===== config.mk =====
export PLATFORM = sky130hd
export DESIGN_NAME = clkgen_cfg_slave
export DESIGN_NICKNAME = d
export VERILOG_FILES = /design/src/rtl/cfg_slave_pkg.sv /design/src/rtl/cfg_pin_sync.sv /design/src/rtl/cfg_wr_engine.sv /design/src/rtl/cfg_reg_bank.sv /design/src/rtl/clkgen_cfg_slave.sv
export SDC_FILE = /design/constraint.sdc
export NUM_CORES = 1
export LEC_CHECK = 0
export BUFFER_PORTS_ARGS = -buffer_cell sky130_fd_sc_hd__buf_2
export CORE_UTILIZATION = 30
export CTS_BUF_LIST = sky130_fd_sc_hd__clkbuf_16
export CTS_CLUSTER_DIAMETER = 200
export DETAILED_ROUTE_END_ITERATION = 6
export GPL_ROUTABILITY_DRIVEN = 0
export HOLD_SLACK_MARGIN = 0.15
export PLACE_DENSITY = 0.52
export SLEW_MARGIN = 40
export SYNTH_ARGS = -nofsm -noshare
export SYNTH_HDL_FRONTEND = slang
export SYNTH_SLANG_ARGS = --single-unit

===== constraint.sdc =====
create_clock -name clk -period 3.05 [get_ports clk]
set_input_delay 0.1525 -clock clk [delete_from_list [all_inputs] [get_ports clk]]
set_output_delay 0.1525 -clock clk [all_outputs]
set_load 0.005 [all_outputs]

===== src/rtl/cfg_slave_pkg.sv =====
package cfg_slave_pkg;

    typedef enum logic [1:0] {
        ST_IDLE,
        ST_RECV,
        ST_ACK,
        ST_SKIP
    } slv_state_t;

    localparam int FIRST_DATA_IDX = 3;

endpackage


===== src/rtl/cfg_pin_sync.sv =====
module cfg_pin_sync #(
    parameter int STAGES = 2
) (
    input  logic clk,
    input  logic rst_n,
    input  logic scl_i,
    input  logic sda_i,
    output logic scl_s,
    output logic sda_s,
    output logic start_det,
    output logic stop_det
);
    typedef struct packed {
        logic [STAGES-1:0] scl_ff;
        logic [STAGES-1:0] sda_ff;
        logic              scl_p;
        logic              sda_p;
    } sync_t;

    sync_t q, d;

    always_comb begin
        d        = q;
        d.scl_ff = {q.scl_ff[STAGES-2:0], scl_i};
        d.sda_ff = {q.sda_ff[STAGES-2:0], sda_i};
        d.scl_p  = q.scl_ff[STAGES-1];
        d.sda_p  = q.sda_ff[STAGES-1];
    end

    always_ff @(posedge clk or negedge rst_n) begin
        if (!rst_n) q <= '1;
        else        q <= d;
    end

    assign scl_s     = q.scl_ff[STAGES-1];
    assign sda_s     = q.sda_ff[STAGES-1];
    assign start_det = scl_s & q.scl_p & q.sda_p & ~sda_s;
    assign stop_det  = scl_s & q.scl_p & ~q.sda_p & sda_s;
endmodule


===== src/rtl/cfg_wr_engine.sv =====
module cfg_wr_engine
    import cfg_slave_pkg::*;
#(
    parameter int         NREG     = 4,
    parameter logic [6:0] DEV_ADDR = 7'h69,
    localparam int        SEL_W    = (NREG > 1) ? $clog2(NREG) : 1,
    localparam int        IDX_W    = $clog2(NREG + FIRST_DATA_IDX + 1)
) (
    input  logic             clk,
    input  logic             rst_n,
    input  logic             scl_s,
    input  logic             sda_s,
    input  logic             start_det,
    input  logic             stop_det,
    output logic             sda_oe,
    output logic             wr_en,
    output logic [SEL_W-1:0] wr_sel,
    output logic [7:0]       wr_data
);
    localparam logic [IDX_W-1:0] IDX_FIRST = IDX_W'(FIRST_DATA_IDX);
    localparam logic [IDX_W-1:0] IDX_END   = IDX_W'(FIRST_DATA_IDX + NREG);

    typedef struct packed {
        slv_state_t       state;
        logic [3:0]       bitcnt;
        logic [7:0]       shreg;
        logic [IDX_W-1:0] idx;
        logic             oe;
        logic             scl_p;
    } eng_t;

    eng_t q, d;
    logic             scl_rise, scl_fall;
    logic [IDX_W-1:0] rel_idx;

    assign scl_rise = scl_s & ~q.scl_p;
    assign scl_fall = ~scl_s & q.scl_p;
    assign rel_idx  = q.idx - IDX_FIRST;

    always_comb begin
        d       = q;
        d.scl_p = scl_s;
        wr_en   = 1'b0;
        wr_sel  = rel_idx[SEL_W-1:0];
        wr_data = q.shreg;
        if (stop_det) begin
            d.state = ST_IDLE;
            d.oe    = 1'b0;
        end else if (start_det) begin
            d.state  = ST_RECV;
            d.bitcnt = '0;
            d.idx    = '0;
            d.oe     = 1'b0;
        end else begin
            case (q.state)
                ST_RECV: begin
                    if (scl_rise) begin
                        d.shreg  = {q.shreg[6:0], sda_s};
                        d.bitcnt = q.bitcnt + 4'd1;
                    end else if (scl_fall && q.bitcnt == 4'd8) begin
                        if (q.idx == '0 && q.shreg != {DEV_ADDR, 1'b0}) begin
                            d.state = ST_SKIP;
                        end else begin
                            d.state = ST_ACK;
                            d.oe    = 1'b1;
                            wr_en   = (q.idx >= IDX_FIRST) && (q.idx < IDX_END);
                        end
                    end
                end
                ST_ACK: begin
                    if (scl_fall) begin
                        d.oe     = 1'b0;
                        d.state  = ST_RECV;
                        d.bitcnt = '0;
                        if (q.idx != IDX_END) d.idx = q.idx + 1'b1;
                    end
                end
                default: ;
            endcase
        end
    end

    always_ff @(posedge clk or negedge rst_n) begin
        if (!rst_n) begin
            q       <= '0;
            q.state <= ST_IDLE;
            q.scl_p <= 1'b1;
        end else begin
            q <= d;
        end
    end

    assign sda_oe = q.oe;
endmodule


===== src/rtl/cfg_reg_bank.sv =====
module cfg_reg_bank #(
    parameter int                NREG         = 4,
    parameter logic [NREG*8-1:0] REG_DEFAULTS = '0,
    parameter logic [NREG*8-1:0] RSV_MASK     = '0,
    localparam int               SEL_W        = (NREG > 1) ? $clog2(NREG) : 1
) (
    input  logic              clk,
    input  logic              rst_n,
    input  logic              wr_en,
    input  logic [SEL_W-1:0]  wr_sel,
    input  logic [7:0]        wr_data,
    output logic [NREG*8-1:0] cfg_q
);
    for (genvar g = 0; g < NREG; g++) begin : g_reg
        logic [7:0] reg_d, reg_q;

        always_comb begin
            reg_d = reg_q;
            if (wr_en && wr_sel == SEL_W'(g)) reg_d = wr_data & ~RSV_MASK[g*8 +: 8];
        end

        always_ff @(posedge clk or negedge rst_n) begin
            if (!rst_n) reg_q <= REG_DEFAULTS[g*8 +: 8] & ~RSV_MASK[g*8 +: 8];
            else        reg_q <= reg_d;
        end

        assign cfg_q[g*8 +: 8] = reg_q;
    end
endmodule


===== src/rtl/clkgen_cfg_slave.sv =====
module clkgen_cfg_slave #(
    parameter int                NREG         = 4,
    parameter logic [6:0]        DEV_ADDR     = 7'h69,
    parameter logic [NREG*8-1:0] REG_DEFAULTS = 32'h1000_0800,
    parameter logic [NREG*8-1:0] RSV_MASK     = 32'h80C0_0000,
    parameter int                SYNC_STAGES  = 2
) (
    input  logic              clk,
    input  logic              rst_n,
    input  logic              scl_i,
    input  logic              sda_i,
    output logic              sda_oe,
    output logic [NREG*8-1:0] cfg_q
);
    localparam int SEL_W = (NREG > 1) ? $clog2(NREG) : 1;

    logic             scl_s, sda_s, start_det, stop_det;
    logic             wr_en;
    logic [SEL_W-1:0] wr_sel;
    logic [7:0]       wr_data;

    cfg_pin_sync #(.STAGES(SYNC_STAGES)) u_sync (
        .clk       (clk),
        .rst_n     (rst_n),
        .scl_i     (scl_i),
        .sda_i     (sda_i),
        .scl_s     (scl_s),
        .sda_s     (sda_s),
        .start_det (start_det),
        .stop_det  (stop_det)
    );

    cfg_wr_engine #(.NREG(NREG), .DEV_ADDR(DEV_ADDR)) u_eng (
        .clk       (clk),
        .rst_n     (rst_n),
        .scl_s     (scl_s),
        .sda_s     (sda_s),
        .start_det (start_det),
        .stop_det  (stop_det),
        .sda_oe    (sda_oe),
        .wr_en     (wr_en),
        .wr_sel    (wr_sel),
        .wr_data   (wr_data)
    );

    cfg_reg_bank #(.NREG(NREG), .REG_DEFAULTS(REG_DEFAULTS), .RSV_MASK(RSV_MASK)) u_bank (
        .clk     (clk),
        .rst_n   (rst_n),
        .wr_en   (wr_en),
        .wr_sel  (wr_sel),
        .wr_data (wr_data),
        .cfg_q   (cfg_q)
    );
endmodule


Yosys cells after proc, flatten, opt, wreduce, memory -nomap -nowiden
Index checks and enable logic that the tools add are counted.
{ "totals": {"mem_count": 0, "mem_bits_rw": 0, "input_bits": 4, "rom_bits": 0, "latch_bits": 0, "output_inout_bits": 33, "regBits": 53} }
{ "op_classes": {"magnitude_cmp": 2, "eq_ne": 14, "reduce_logical": 19, "multipliers": 0, "shifts": 0, "mux": 23, "n_addsub": 3, "div": 0, "bitwise": 13} }
{ "ops": {"columns": ["operator", "n"], "rows": [
  ["$reduce_and A4 Y1", 4],
  ["$mux W12", 1],
  ["$mux W6", 2],
  ["$pmux W6 S2", 1],
  ["$mux W1", 11],
  ["$mux W4", 2],
  ["$ne A4 B3 Y1 const B", 2],
  ["$ne A4 B4 Y1 const B", 2],
  ["$ne A8 B8 Y1 const B", 1],
  ["$and A1 B1 Y1", 7],
  ["$logic_and A1 B1 Y1", 7],
  ["$eq A2 B2 Y1 const B", 3],
  ["$mux W2", 3],
  ["$mux W3", 2],
  ["$ne A3 B2 Y1 const B", 2],
  ["$not A1 Y1", 6],
  ["$reduce_bool A2 Y1", 3],
  ["$reduce_and A5 Y1", 1],
  ["$add A4 B1 Y4 const B", 1],
  ["$eq A2 B1 Y1 const B", 2],
  ["$eq A4 B4 Y1 const B", 1],
  ["$reduce_bool A4 Y1", 1],
  ["$add A3 B1 Y3 const B", 1],
  ["$ge A3 B2 Y1 const B", 1],
  ["7 further kinds", 7]
]} }

Logic depth before layout (Yosys ltp)
Gate-level depths: netlist of run 1.
{ "logic_depth": {"depth_word": 9, "mapped_depth": 7, "mapped_depth_nobuf": 7} }

Modules after synthesis
Synthesis of run 1 repeated with hierarchy kept, for this count alone.
{ "hier_totals": {"hier_cells": 188, "area_unflattened_um2": 2478.6} }
{ "by_module_without_submodules": {"columns": ["mod", "cells_each", "area_each_um2", "instances", "seq_area_each_um2"], "rows": [
  ["cfg_wr_engine", 114, 1177.4, 1, 476.7],
  ["cfg_reg_bank", 66, 1123.6, 1, 728.2],
  ["cfg_pin_sync", 8, 177.7, 1, 157.7]
]} }

Least setup slack after synthesis of run 1
No wires, ideal clock.
{ "synth_path": {"kind": "register to register", "from": "reg u_eng.q[2] in the netlist's numbering", "to": "reg u_bank.g_reg[0].reg_q[0]", "arrival_ps": 1822, "path_stages_with_launch": 8, "path_slack_ps": 1104, "t_required_ps": 2925, "n_path_buf": 0, "setup_time_ps": 125, "cell_sequence": "dfrtp_1 ha_1 ha_1 a211oi_1 a31oi_1 and4_4 nand2_2 mux2_2"} }
{ "synth_via": {"elab_chain_len": 9, "elab_cells_between_ends": 14, "classes_between": "add/sub: 1; order compare: 2; mux: 6; reduce/logical: 5"} }
{ "synth_lines": {"columns": ["item", "line_no", "text"], "rows": [
  ["from (decl)", "cfg_wr_engine.sv:32", "eng_t q, d;"],
  ["$ge A3 B2 Y1, or another cell as far along", "cfg_wr_engine.sv:66", "wr_en = (q.idx >= IDX_FIRST) && (q.idx < IDX_END);"],
  ["$logic_and A1 B1 Y1, on equally long branches", "cfg_wr_engine.sv:66, cfg_wr_engine.sv:61", null],
  ["$mux W1", "cfg_wr_engine.sv:61", "if (q.idx == '0 && q.shreg != {DEV_ADDR, 1'b0}) begin"],
  ["$mux W1", "cfg_wr_engine.sv:60", "end else if (scl_fall && q.bitcnt == 4'd8) begin"],
  ["$mux W1", "cfg_wr_engine.sv:57", "if (scl_rise) begin"],
  ["$mux W1", "cfg_wr_engine.sv:55", "case (q.state)"],
  ["$mux W1", "cfg_wr_engine.sv:49", "end else if (start_det) begin"],
  ["$mux W1", "cfg_wr_engine.sv:46", "if (stop_det) begin"],
  ["$logic_and A1 B1 Y1 *", "cfg_reg_bank.sv:19", "if (wr_en && wr_sel == SEL_W'(g)) reg_d = wr_data & ~RSV_MASK[g*8 +: 8];"],
  ["to (signal assigned)", "cfg_reg_bank.sv:23", "if (!rst_n) reg_q <= REG_DEFAULTS[g*8 +: 8] & ~RSV_MASK[g*8 +: 8];"],
  ["to (signal assigned)", "cfg_reg_bank.sv:24", "else reg_q <= reg_d;"],
  ["to (decl)", "cfg_reg_bank.sv:15", "logic [7:0] reg_d, reg_q;"]
]} }
Every way passes the cells marked *; elsewhere a longest branch is shown, timed or not.
A chain may end at the register's enable or synchronous reset.

Final worst setup path of run 1
{ "layout_path": {"from": "reg u_eng.q[2] in the netlist's numbering", "to": "reg u_bank.g_reg[0].reg_q[3]"} }
Same word-level chain as after synthesis.

==> impl_metrics.py, run 1 <==
metrics = {
    "clock_tree": {
        "clockBufferDepth": 2,
        "cts_root_buffer": "clkbuf_16",
        "cts-hold-fix-buffers": 3,
        "htree_num_levels": 2,
        "clock-sinks": 53,
        "clock_latency_reported_for_the_late_side_of_the_worst_skew_pair_ns": 0.29,
        "tritoncts": "built",
        "cts_repair_resize_count": 0,
        "post_cts_buffers": 0,
        "clk_pin_slew_ns": 0.07,
        "cts_inserted_buffers": 5,
    },
    "synth": {
        "combinational_family_with_the_most_area_after_synthesis": "multiplexers",
        "syn_inst": 175,
        "post_synth_num_cell_types": 34,
        "synth_compound_area_share_pct": 6.23,
        "ys_seq_area_share_pct": 57.9,
        "synth_largest_area_cell": "dfrtp_1",
        "yosys.area.top_type_share_pct": 48.8,
        "synthesized_flop_and_latch_total": 53,
        "synth_simple_gate_area_share_pct": 8.61,
        "cell_types_occupying_the_most_area_after_synthesis": "dfrtp_1, mux2_2, dfstp_2, ha_1, o21ai_0",
        "synthesized_cell_area_um2": 2310,
        "postSynthAreaPerCell_um2": 13.2,
        "synth_xor_area_share_pct": 0,
        "synth.area.mux_share_pct": 19.0,
        "synth_fa_ha_area_share_pct": 5.42,
        "total_number_of_yosys_warnings": 0,
    },
    "final_layout": {
        "final_nets": 231,
        "antennaDiodeCount": 0,
        "area_growth_pct": 19.8,
        "area_used_by_multi_input_combinational_logic_um2": 917,
        "postLayoutCoreUtil_pct": 37.7,
        "sequential_cell_area_um2": 1340,
        "final_design_area_no_fill_um2": 2770,
        "drive_above_1_share_pct": 42.7,
        "final.fill_count": 718,
    },
    "grt": {
        "grt_antenna_before_repair": 0,
        "gr-usage-met1_pct": 17.5,
        "grt_most_used_layer": "met2",
        "gr-usage-all-layers_pct": 12.3,
        "wire_length_of_the_first_global_routing_pass_mm": 7.82,
        "grt_start_max_net_pins": 35,
        "grt_use_met2_pct": 17.7,
        "gr-usage-met3_pct": 4.15,
        "grt_remaining_overflow": 0,
        "grt_pass1_vias": 1453,
    },
    "flow_run": {
        "drv_cap": 0,
    },
    "route": {
        "wl_per_cell_um": 14.5,
        "number_of_drc_markers_after_the_initial_detailed_route_iteration": 75,
        "drcViolationCount": 0,
        "ant_nets": 0,
        "drt_first_pass_iters": 4,
        "post_detailed_route_via_to_cell_ratio": 4.57,
        "route.vias.total": 1450,
        "drt_wl_total_mm": 4.60,
    },
    "floorplanning": {
        "core.rowCount": 31,
        "fp.coreArea_um2": 7330,
        "num_io_pins": 37,
        "chip_width_um": 89.7,
        "initial_utilization_pct": 31.5,
        "floorplan.die.height_um": 89.7,
        "die-area_um2": 8050,
    },
    "worst_setup_path": {
        "cp_common_cell": "ha_1",
        "worst-path-buf-inv": 0,
        "critPathCaptureType": "flop",
        "slowest_stage": "dfrtp_1",
        "critical_path.max_stage_delay_ns": 0.45,
        "worst_ep_arrival_time_ns": 2.35,
        "cpLargestDelayFamily": "adder cells",
        "worst-setup-path-type": "reg -> reg",
        "crit_path_max_fanout": 8,
        "critPathRequiredTime_ns": 3.23,
        "timing.critical_path.from_type": "flop",
        "path_cells": "ha_1 > ha_1 > a211oi_1 > a31oi_1 > and4_4 > nand2_2 > mux2_2",
    },
    "status": {
        "run_status": "finished clean",
    },
    "sta": {
        "maxSlewViolCount": 0,
        "max_freq_mhz": 461,
        "grt_setup_unrepaired": "false",
        "relSlewSlack_pct": 65.7,
        "finalHoldWorstSlack_ns": 0.344,
        "worstMarginPinSlew_ns": 0.515,
        "post-route-worst-setup-slack_ns": 0.882,
        "setup_tns_ns": 0,
        "setup_viol": 0,
        "final_min_period_over_clock_period_pct": 71.1,
        "layout_min_cycle_time_ns": 2.17,
        "hold_viol": 0,
        "fin_worst_skew_ns": 0.00326,
    },
    "place": {
        "post_dp_cell_area_um2": 2590,
        "hpwl_reported_at_the_end_of_detailed_placement_mm": 3.15,
        "place_worst_setup_slack_ns": 0.891,
        "io_buffers": 33,
    },
    "pwr": {
        "cellPowerDensity_nw_per_um2": 679,
        "ir_worst_vdd_v": 0.000275,
        "cellLeakagePower_nw": 1.42,
    },
    "hold_path": {
        "hold_class": "in -> async",
    },
}
## layout by cell type, fill, tap and decap left out, types with 2 or more instances in the layout
cell type | Yosys | layout
dlygate4sd3_1 | 0 | 3
nand2b_1 | 6 | 6
o21ai_0 | 8 | 8
nand2_1 | 5 | 5
nor2_1 | 8 | 8
a211oi_1 | 2 | 2
a21oi_1 | 4 | 4
inv_1 | 10 | 10
dfrtp_1 | 45 | 45
ha_1 | 10 | 10
dfstp_2 | 8 | 8
buf_2 | 0 | 32
buf_4 | 3 | 2
conb_1 | 1 | 3
clkbuf_16 | 0 | 5
or3_1 | 2 | 2
nand2_2 | 3 | 3
nand3_1 | 2 | 2
mux2_2 | 38 | 38
nor3_1 | 3 | 3
## logic make-up after synthesis
| kind of cell | Yosys count |
|---|---|
| fa+ha+maj | 10 |
| flops | 53 |
| simple gates | 36 |
| other cells | 1 |
| buf+inv | 14 |
| mux | 39 |
| compound gates | 22 |
## sequential cells by signal (all words and copies together) (netlist names)
signal          flops
u_bank.g.reg_q     29
u_eng.q            10
u_eng.wr_data       8
u_sync.d            2
u_eng.sda_oe        1
u_sync.q            1
u_sync.scl_s        1
u_sync.sda_s        1
## area by class of cell
| cell class | instances | share of cell area, % |
|---|---|---|
| sequential | 53 | 48.3 |
| tap | 99 | 4.48 |
| inverter | 10 | 1.36 |
| timing repair buffer | 37 | 7.42 |
| multi-input combinational | 110 | 33.2 |
| clock inverter | 3 | 0.769 |
| clock buffer | 5 | 4.52 |
## power breakdown
group          leakage (nW)  switching (mW)  internal (mW)
Combinational         0.650           0.214          0.183
Clock                0.0718           0.265          0.306
Sequential            0.694           0.116          0.794
## metal layers
layer | vias up | share of wire (%)
li1 | 698 | -
met4 | 0 | 1.2
met3 | 4 | 5.8
met1 | 714 | 49
met2 | 34 | 44
met5 | - | 0
## worst reg2reg max path: stages (launching register included)
cell and delay (ns):
dfrtp_1 0.45, ha_1 0.28, ha_1 0.20, a211oi_1 0.21
a31oi_1 0.09, and4_4 0.24, nand2_2 0.22, mux2_2 0.38
## worst paths after layout
check / from / to / slack, ns / cells after the start
setup / recovery: u_eng.q[2] / u_bank.g_reg[0].reg_q[3] / 0.88 / 7
hold reg to reg: u_sync.d[5] / u_sync.scl_s / 0.36 / 0
min in group clk: u_sync.d[5] / u_sync.scl_s / 0.36 / 0
hold / removal: rst_n / u_eng.q[16] / 0.34 / 2
setup reg to reg: u_eng.q[2] / u_bank.g_reg[0].reg_q[3] / 0.88 / 7
max in group asynchronous: rst_n / u_bank.g_reg[3].reg_q[4] / 2.02 / 3
## cells in the mapped netlist, drive strengths merged
master	count
buf	3
nor3	3
or4b	1
mux2i	1
or3	2
ha	10
a21oi	4
or2	1
mux2	38
nand3	2
clkbuf	1
nand3b	1
inv	10
dfstp	8
a211oi	2
nand2	8
nor4	1
o32ai	1
conb	1
and4	1
nand2b	6
nand4b	1
a32o	1
o211ai	1
o22ai	1
o21ai	8
and2	1
a22o	1
a31oi	1
nor2	8
dfrtp	45
o41ai	1
a21o	1
## metrics by stage
step	total power, mW	instances
floorplan	1.20	177
finish	1.88	317
detailed placement	1.32	306
global route	2.02	317
CTS	1.90	317
global placement	1.32	306
No activity file was read; power rests on OpenSTA's default activity.
==> run 2: changes to the inputs <==
Clock period 3.05 ns to 2.2 ns, I/O delays scaled along.
==> impl_metrics.py, run 2 (synthesis gave the netlist of run 1 again) <==
metrics = {
    "floorplanning": {
        "chip_width_um": 89.7,
        "num_io_pins": 37,
        "initial_utilization_pct": 31.5,
        "die-area_um2": 8050,
        "fp.coreArea_um2": 7330,
        "floorplan.die.height_um": 89.7,
        "core.rowCount": 31,
    },
    "pwr": {
        "power.share.switching_pct": 30.8,
        "switchingPower_mw": 0.835,
        "finalPower_mw": 2.71,
        "power_frac_comb_pct": 27.1,
        "internal-power_mw": 1.87,
        "cellPowerDensity_nw_per_um2": 951,
        "share_seq_of_total_power_pct": 44.3,
        "ir_worst_vdd_v": 0.000393,
        "cellLeakagePower_nw": 1.47,
        "power_frac_clock_pct": 28.6,
    },
    "final_layout": {
        "highest_count_cells_in_the_layout_ignoring_fill_and_taps": "dfrtp_1, mux2_2, buf_2",
        "final_nets": 242,
        "antennaDiodeCount": 0,
        "final.fill_count": 723,
        "postLayoutCoreUtil_pct": 38.8,
        "largest_register": "u_bank.g.reg_q",
        "area_growth_pct": 23.2,
        "drive_above_1_share_pct": 45.4,
        "mostFrequentLayoutCell": "dfrtp_1",
        "max_reg_flops": 29,
    },
    "route": {
        "ant_nets": 0,
        "drcViolationCount": 0,
        "number_of_drc_markers_after_the_initial_detailed_route_iteration": 55,
        "wl_per_cell_um": 13.8,
        "post_detailed_route_via_to_cell_ratio": 4.48,
        "drt_first_pass_iters": 3,
        "route.vias.total": 1469,
        "drt_wl_total_mm": 4.52,
    },
    "sta": {
        "fin_worst_skew_ns": 0.00787,
        "grt_setup_unrepaired": "false",
        "layout_min_cycle_time_ns": 2.06,
        "final_min_period_over_clock_period_pct": 93.4,
        "max_freq_mhz": 487,
        "relSlewSlack_pct": 65.8,
        "maxSlewViolCount": 0,
        "worstMarginPinSlew_ns": 0.514,
        "setup_viol": 0,
        "setup_tns_ns": 0,
        "hold_viol": 0,
    },
    "status": {
        "run_status": "finished clean",
    },
    "place": {
        "hpwl_reported_at_the_end_of_detailed_placement_mm": 3.24,
        "io_buffers": 33,
    },
    "clock_tree": {
        "clockBufferDepth": 2,
        "clock-sinks": 53,
        "cts_inserted_buffers": 5,
        "cts_root_buffer": "clkbuf_16",
        "post_cts_buffers": 0,
        "htree_num_levels": 2,
        "clock_latency_reported_for_the_late_side_of_the_worst_skew_pair_ns": 0.29,
        "tritoncts": "built",
        "cts_repair_resize_count": 0,
        "clk_pin_slew_ns": 0.07,
        "cts-hold-fix-buffers": 3,
    },
    "grt": {
        "gr-usage-all-layers_pct": 12.1,
        "wire_length_of_the_first_global_routing_pass_mm": 7.67,
        "grt_remaining_overflow": 0,
        "grt_pass1_vias": 1514,
        "grt_antenna_before_repair": 0,
        "grt_start_max_net_pins": 22,
    },
    "worst_setup_path": {
        "r2r.worst_path.cells": 7,
        "critPathRequiredTime_ns": 2.37,
        "worst-setup-path-type": "reg -> reg",
        "worst_ep_arrival_time_ns": 2.23,
        "timing.critical_path.from_type": "flop",
        "crit_path_max_fanout": 8,
        "critPathCaptureType": "flop",
    },
    "flow_run": {
        "drv_cap": 0,
    },
    "hold_path": {
        "hold_class": "in -> async",
    },
}
==> run 2: cell count changes in the layout (fill, tap and decap cells not counted) <==
cell / before / now
buf_2: 32 / 33
buf_4: 2 / 12
==> run 2: path summary, 6_finish.rpt <==
| path | from | endpoint | slack, ns |
|---|---|---|---|
| max in group asynchronous | rst_n | u_bank.g_reg[3].reg_q[4] | 1.19 |
| hold reg to reg | u_sync.d[3] | u_sync.sda_s | 0.36 |
| setup reg to reg | u_eng.q[2] | u_bank.g_reg[0].reg_q[3] | 0.14 |
| min in group clk | u_sync.d[3] | u_sync.sda_s | 0.36 |
| hold / removal | rst_n | u_eng.q[16] | 0.32 |
| setup / recovery | u_eng.q[2] | u_bank.g_reg[0].reg_q[3] | 0.14 |
==> run 2: routing by layer <==
| layer | share of wire, % | GRT usage [%] | vias to the layer above | routed length, µm |
|---|---|---|---|---|
| met3 | 4.0 | 4.23 | 5 | 179 |
| met2 | 45 | 19.2 | 28 | 2040 |
| met1 | 50 | 15.8 | 719 | 2260 |
| met5 | 0 | 0 | - | 0 |
| li1 | - | - | 717 | - |
| met4 | 0.93 | 2.87 | 0 | 42 |
==> run 2: layout make-up <==
class	count	area, µm²	share of cell area [%]
clock buffer	5	125	4.40
clock inverter	3	21.3	0.747
inverter	10	37.5	1.32
multi-input combinational	110	917	32.2
sequential	53	1340	46.9
tap	99	124	4.35
timing repair buffer	48	285	10.0
==> run 2: power groups by stage <==
stage	sequential (mW)	combinational [mW]	clock, mW
after floorplan	1.23	0.431	0
after global placement	1.22	0.730	0
after detailed placement	1.22	0.733	0
after CTS	1.20	0.741	0.809
after global routing	1.22	0.834	0.839
final	1.20	0.733	0.776
==> run 2: worst max-delay path, stage by stage, from the launching register on <==
cell	delay, ns
dfrtp_1	0.38
ha_1	0.24
ha_1	0.21
a211oi_1	0.20
a31oi_1	0.09
and4_4	0.23
nand2_2	0.22
mux2_2	0.37
==> run 2: metrics by stage <==
step                      worst slack [ns]  instance area [µm²]  cells  hold slack, ns
after detailed placement             0.150                 2670    317           0.111
after global routing                0.0539                 2850    328           0.361
after CTS                            0.142                 2850    328           0.334
after global placement               0.153                 2670    317           0.108
after floorplan                      0.254                 2320    177          -0.186
final                                0.145                 2850    328           0.316
